**config.mk**
```make
export PLATFORM = sky130hd
export DESIGN_NAME = phase_avg_seq
export DESIGN_NICKNAME = d
export VERILOG_FILES = /design/src/rtl/phase_avg_pkg.sv /design/src/rtl/pas_frame_ctl.sv /design/src/rtl/pas_pick.sv /design/src/rtl/pas_split.sv /design/src/rtl/phase_avg_seq.sv
export SDC_FILE = /design/constraint.sdc
export NUM_CORES = 1
export LEC_CHECK = 0
export ABC_CLOCK_PERIOD_IN_PS = 2900
export BUFFER_PORTS_ARGS = -buffer_cell sky130_fd_sc_hd__buf_2
export CAP_MARGIN = 25
export CORE_MARGIN = 10
export CORE_UTILIZATION = 42
export DETAILED_ROUTE_END_ITERATION = 12
export PLACE_DENSITY = 0.66
export SYNTH_ARGS = -nofsm -noshare
export SYNTH_HDL_FRONTEND = slang
export SYNTH_SLANG_ARGS = --single-unit
```
**constraint.sdc**
```tcl
create_clock -name clk -period 2.9 [get_ports clk]
set_input_delay 0.145 -clock clk [delete_from_list [all_inputs] [get_ports clk]]
set_output_delay 0.145 -clock clk [all_outputs]
set_load 0.005 [all_outputs]
```
**src/rtl/phase_avg_pkg.sv**
```systemverilog
package phase_avg_pkg;

  // Averaging slot rule: offset k of a frame with 'slots' slots puts the
  // upper phase in slot s when the running share floor(s*k/slots) steps up.
  function automatic logic slot_hi(input int unsigned k,
                                   input int unsigned s,
                                   input int unsigned slots);
    return (((s + 1) * k) / slots) != ((s * k) / slots);
  endfunction

endpackage

```
**src/rtl/pas_frame_ctl.sv**
```systemverilog
module pas_frame_ctl #(
  parameter int BASE_W = 5,
  parameter int OFF_W  = 2,
  localparam int CTL_W = BASE_W + OFF_W
) (
  input  logic              clk,
  input  logic              rst,
  input  logic [CTL_W-1:0]  ctl_word,
  input  logic              bypass_in,
  output logic [OFF_W-1:0]  frame_cnt,
  output logic [OFF_W-1:0]  slot_q,
  output logic [BASE_W-1:0] base_q,
  output logic [OFF_W-1:0]  off_q,
  output logic              byp_q
);

  always_ff @(posedge clk) begin
    if (rst) begin
      frame_cnt <= '0;
      slot_q    <= '0;
      base_q    <= '0;
      off_q     <= '0;
      byp_q     <= 1'b0;
    end else begin
      frame_cnt <= frame_cnt + 1'b1;
      slot_q    <= frame_cnt;
      if (frame_cnt == '0) begin
        base_q <= ctl_word[CTL_W-1:OFF_W];
        off_q  <= ctl_word[OFF_W-1:0];
        byp_q  <= bypass_in;
      end
    end
  end

endmodule

```
**src/rtl/pas_pick.sv**
```systemverilog
module pas_pick
  import phase_avg_pkg::*;
#(
  parameter int BASE_W = 5,
  parameter int OFF_W  = 2,
  localparam int SLOTS = 1 << OFF_W
) (
  input  logic [BASE_W-1:0] base_q,
  input  logic [OFF_W-1:0]  off_q,
  input  logic              byp_q,
  input  logic [OFF_W-1:0]  slot_q,
  output logic [BASE_W-1:0] code
);

  logic hi;

  always_comb begin
    hi   = !byp_q && slot_hi(int'(unsigned'(off_q)), int'(unsigned'(slot_q)), SLOTS);
    code = base_q + BASE_W'(hi);
  end

endmodule

```
**src/rtl/pas_split.sv**
```systemverilog
module pas_split #(
  parameter int BASE_W = 5,
  parameter int FINE_W = 2,
  localparam int COARSE_W = BASE_W - FINE_W,
  localparam int THERM_W  = 1 << FINE_W
) (
  input  logic                  clk,
  input  logic                  rst,
  input  logic [BASE_W-1:0]     code_in,
  input  logic                  fine_en,
  output logic [BASE_W-1:0]     pick_code,
  output logic [COARSE_W-2:0]   mux_sel,
  output logic                  flip,
  output logic [THERM_W-1:0]    therm
);

  logic [THERM_W-1:0] therm_c;

  for (genvar i = 0; i < THERM_W; i++) begin : g_therm
    assign therm_c[i] = fine_en && (code_in[FINE_W-1:0] > FINE_W'(i));
  end

  always_ff @(posedge clk) begin
    if (rst) begin
      pick_code <= '0;
      mux_sel   <= '0;
      flip      <= 1'b0;
      therm     <= '0;
    end else begin
      pick_code <= code_in;
      mux_sel   <= code_in[BASE_W-2:FINE_W];
      flip      <= code_in[BASE_W-1];
      therm     <= therm_c;
    end
  end

endmodule

```
**src/rtl/phase_avg_seq.sv**
```systemverilog
module phase_avg_seq #(
  parameter int BASE_W = 5,
  parameter int OFF_W  = 2,
  parameter int FINE_W = 2,
  localparam int CTL_W    = BASE_W + OFF_W,
  localparam int COARSE_W = BASE_W - FINE_W,
  localparam int THERM_W  = 1 << FINE_W
) (
  input  logic                clk,
  input  logic                rst,
  input  logic [CTL_W-1:0]    phase_code,
  input  logic                avg_bypass,
  input  logic                fine_en,
  output logic [BASE_W-1:0]   pick_code,
  output logic [COARSE_W-2:0] mux_sel,
  output logic                flip,
  output logic [THERM_W-1:0]  fine_therm
);

  logic [OFF_W-1:0]  frame_cnt;
  logic [OFF_W-1:0]  slot_q;
  logic [BASE_W-1:0] base_q;
  logic [OFF_W-1:0]  off_q;
  logic              byp_q;
  logic [BASE_W-1:0] code_c;

  pas_frame_ctl #(.BASE_W(BASE_W), .OFF_W(OFF_W)) u_frame (
    .clk       (clk),
    .rst       (rst),
    .ctl_word  (phase_code),
    .bypass_in (avg_bypass),
    .frame_cnt (frame_cnt),
    .slot_q    (slot_q),
    .base_q    (base_q),
    .off_q     (off_q),
    .byp_q     (byp_q)
  );

  pas_pick #(.BASE_W(BASE_W), .OFF_W(OFF_W)) u_pick (
    .base_q (base_q),
    .off_q  (off_q),
    .byp_q  (byp_q),
    .slot_q (slot_q),
    .code   (code_c)
  );

  pas_split #(.BASE_W(BASE_W), .FINE_W(FINE_W)) u_split (
    .clk       (clk),
    .rst       (rst),
    .code_in   (code_c),
    .fine_en   (fine_en),
    .pick_code (pick_code),
    .mux_sel   (mux_sel),
    .flip      (flip),
    .therm     (fine_therm)
  );

endmodule

```
==> results.ini <==
[synthesis]
ys.flop_type=dfxtp_1
synth_edf_count=0
synth.top_cells.by_area=dfxtp_1, mux2i_1, ha_1, nor2_1, xor2_1
synth_most_common_cell=dfxtp_1
synth_nets=104
synth.top_cells.by_count=dfxtp_1, nor2_1, mux2i_1, ha_1, inv_1
yosysTopAreaCell=dfxtp_1
synthAdderAreaFrac_pct=11.0
async_flop_share_pct=0
synth_top_family_by_area=simple AND/OR/NAND/NOR gates
synth_xor_area_share_pct=6.10
synth_cells=86
synthDistinctLibCells=22
yosysTopAreaCellShare_pct=46.5
synth_area_per_cell_sq_um=10.0
yosys.area_share.simple_pct=15.7
synth-compound-area-share_pct=3.49
synth.cell_area_sq_um=861
ys_seq_area_share_pct=46.5
ys_seq_elements=20
yosys_warnings=0
synthMuxAreaShare_pct=9.30

[clock_network]
worstSkewPairLatency_ns=0.29
root_buffer=clkbuf_4
cts.sinks=20
cts_buffers=3
post_cts_buffers=0
path_clk_slew_ns=0.10
clockBufferDepth=2
htree_num_levels=1
cts_tree=done

[floorplan]
row_count=16
core-area_sq_um=1960
die_y_um=65.3
dieWidth_um=65.3
die_area_sq_um=4260
ioPinCount=23
initial_utilization_pct=43.9

[critical_path]
path_max_fanout=3
startpoint_type=register
cp-end-kind=register
critical_path_arrival_ns=2.95
critPathKind=reg -> reg
reg2reg_from=u_frame.slot_q[0]
cpMostUsedCell=ha_1
worstPathCellList=ha_1 -> and2_1 -> inv_1 -> fa_1 -> xor2_1 -> o211ai_1 -> o31a_1 -> ha_1 -> ha_4 -> nand2_1 -> nor2_2 -> a21o_1
required_ns=3.10
r2r_cells=12
r2r_end=u_split.therm[0]
regToRegSetupSlack_ns=0.15
crit_slowest_cell=fa_1
critPathMaxStageDelay_ns=0.56

[global_route]
grt_max_degree=19
grt_pass1_vias=639
antenna_found_initial=0
track_usage_pct=7.64
overflow=0
grt_pass1_wl_um=2650

[power_and_ir_drop]
ir_drop_uv=358
p_leak_uw=0.000485
p_per_area_nw_per_um2=506

[outcome]
status=complete, no violations

[routing]
drc_errors=0
wl_per_cell_um=11.6
num_vias=595
ant_nets=0
firstDrtPassIters=3
wl_um=1500
viasPerCell=4.58
drt_iter0_drc=14

[hold_path]
holdPathEnd=u_split.therm[0]
holdPathStages=2
min_from=fine_en
hold_path.class=in -> reg

[final_layout]
antenna_cells=0
drive_above_1_share_pct=26.2
fin_area_sq_um=992
finish.net_count=123
area_delta_synth_final_pct=15.3
multi_input_area_sq_um=412
fillCellCount=203
area.sequential_sq_um=400

[timing]
finalCriticalPeriod_ns=2.75
worst_pin_slew_ns=0.515
hold_viol=0
max_slew_margin_pct=65.7
setup_viol=0
timing.final.crit_share_pct=94.9
rsz0062_at_grt=false
fin_tns_setup_ns=0
timing.fmax_mhz=363
skew_ns=0.000631
slew_violations=0
worst_hold_slack_ns=0.0722

[place]
place_area_sq_um=955
io_buffers=21
dp_hpwl_um=1190
gp_congestion=0.749

[flow_run]
maxCapViolCount=0

## cells in the final DEF, fill, tap and decap left out
master    instances
nor2b_2           1
o211ai_1          1
a21o_1            1
buf_2            21
o31a_1            1
xor2_1            4
fa_1              1
nand3_1           2
nor2_1           14
ha_4              1
mux2i_1           8
xnor2_1           2
dfxtp_1          20
and2_1            3
nor2_2            1
nor2b_1           2
conb_1            1
inv_1             5
nand2_1           2
and3_1            2
a31oi_1           1
clkbuf_4          3
nand4b_1          1
ha_1              5
## sequential cells by signal, summed over array words and instances (netlist names)
register,count
u_frame.base_q,5
u_frame.off_q,2
u_frame.frame_cnt,2
u_split.therm,3
u_frame.slot_q,2
u_split.flip,1
u_split.pick_code,3
u_frame.byp_q,1
u_split.mux_sel,1
## metrics by stage
step           total power [uW]  utilization [%]  setup WS, ns  std cells
2_1_floorplan               360                -         0.280         86
3_3_place_gp                379             48.7         0.176        127
6_report                    502             50.6         0.147        130
4_1_cts                     509             49.8        0.0873        130
5_1_grt                     530             50.6        0.0119        130
3_5_place_dp                381             48.7         0.104        127
## power by group
| part | switching, uW | leakage [uW] | internal [uW] |
|---|---|---|---|
| logic | 33.1 | 0.000307 | 36.2 |
| clock network | 77.9 | 0.0000138 | 48.2 |
| registers | 11.8 | 0.000165 | 294 |
| total | 123 | 0.000485 | 379 |
## how the worst max path moves through the flow
stage	depth (start not counted)	slack (ns)	end	startpoint
finish	12	0.15	u_split.therm[0]	u_frame.slot_q[0]
global route	12	0.01	u_split.therm[0]	u_frame.slot_q[0]
CTS	12	0.09	u_split.therm[0]	u_frame.slot_q[0]
detailed placement	12	0.10	u_split.therm[0]	u_frame.slot_q[0]
global placement	12	0.18	u_split.therm[0]	u_frame.slot_q[0]
floorplan	12	0.28	u_split.therm[0]	u_frame.slot_q[0]
## cell families after synthesis
| logic type | after synthesis |
|---|---|
| AO/OA/AOI/OAI | 4 |
| XOR/XNOR | 6 |
| adder cells (fa/ha/maj) | 7 |
| buffers and inverters | 12 |
| flip-flops | 20 |
| multiplexers | 8 |
| other | 1 |
| AND/OR/NAND/NOR | 28 |
## final cells by class
cell class | count | area share (%)
Multi-Input combinational cell | 54 | 41.5
Sequential cell | 20 | 40.4
Timing Repair Buffer | 21 | 10.6
Tap cell | 27 | 3.40
Clock buffer | 3 | 2.27
Inverter | 5 | 1.89
## worst max-delay path: cells and delay by family (launching register included)
| kind | cells | cell delay, ns |
|---|---|---|
| fa+ha+maj | 4 | 1.30 |
| compound gates | 3 | 0.51 |
| flops | 1 | 0.34 |
| simple gates | 3 | 0.26 |
| xor+xnor | 1 | 0.19 |
| buf+inv | 1 | 0.06 |
## what timing repair did
action                                  CTS  global route
resized for setup                         0             2
endpoints found under the setup margin    0             1
hold buffers                              0             0
## layer usage
metal / up-vias / global-route usage (%) / routed length [um]
li1: 310 / - / -
met5: - / 0 / 0
met4: 0 / 2.41 / 9
met2: 12 / 13.0 / 744
met1: 271 / 7.86 / 623
met3: 2 / 4.07 / 126
No activity file was read; power rests on OpenSTA's default activity.
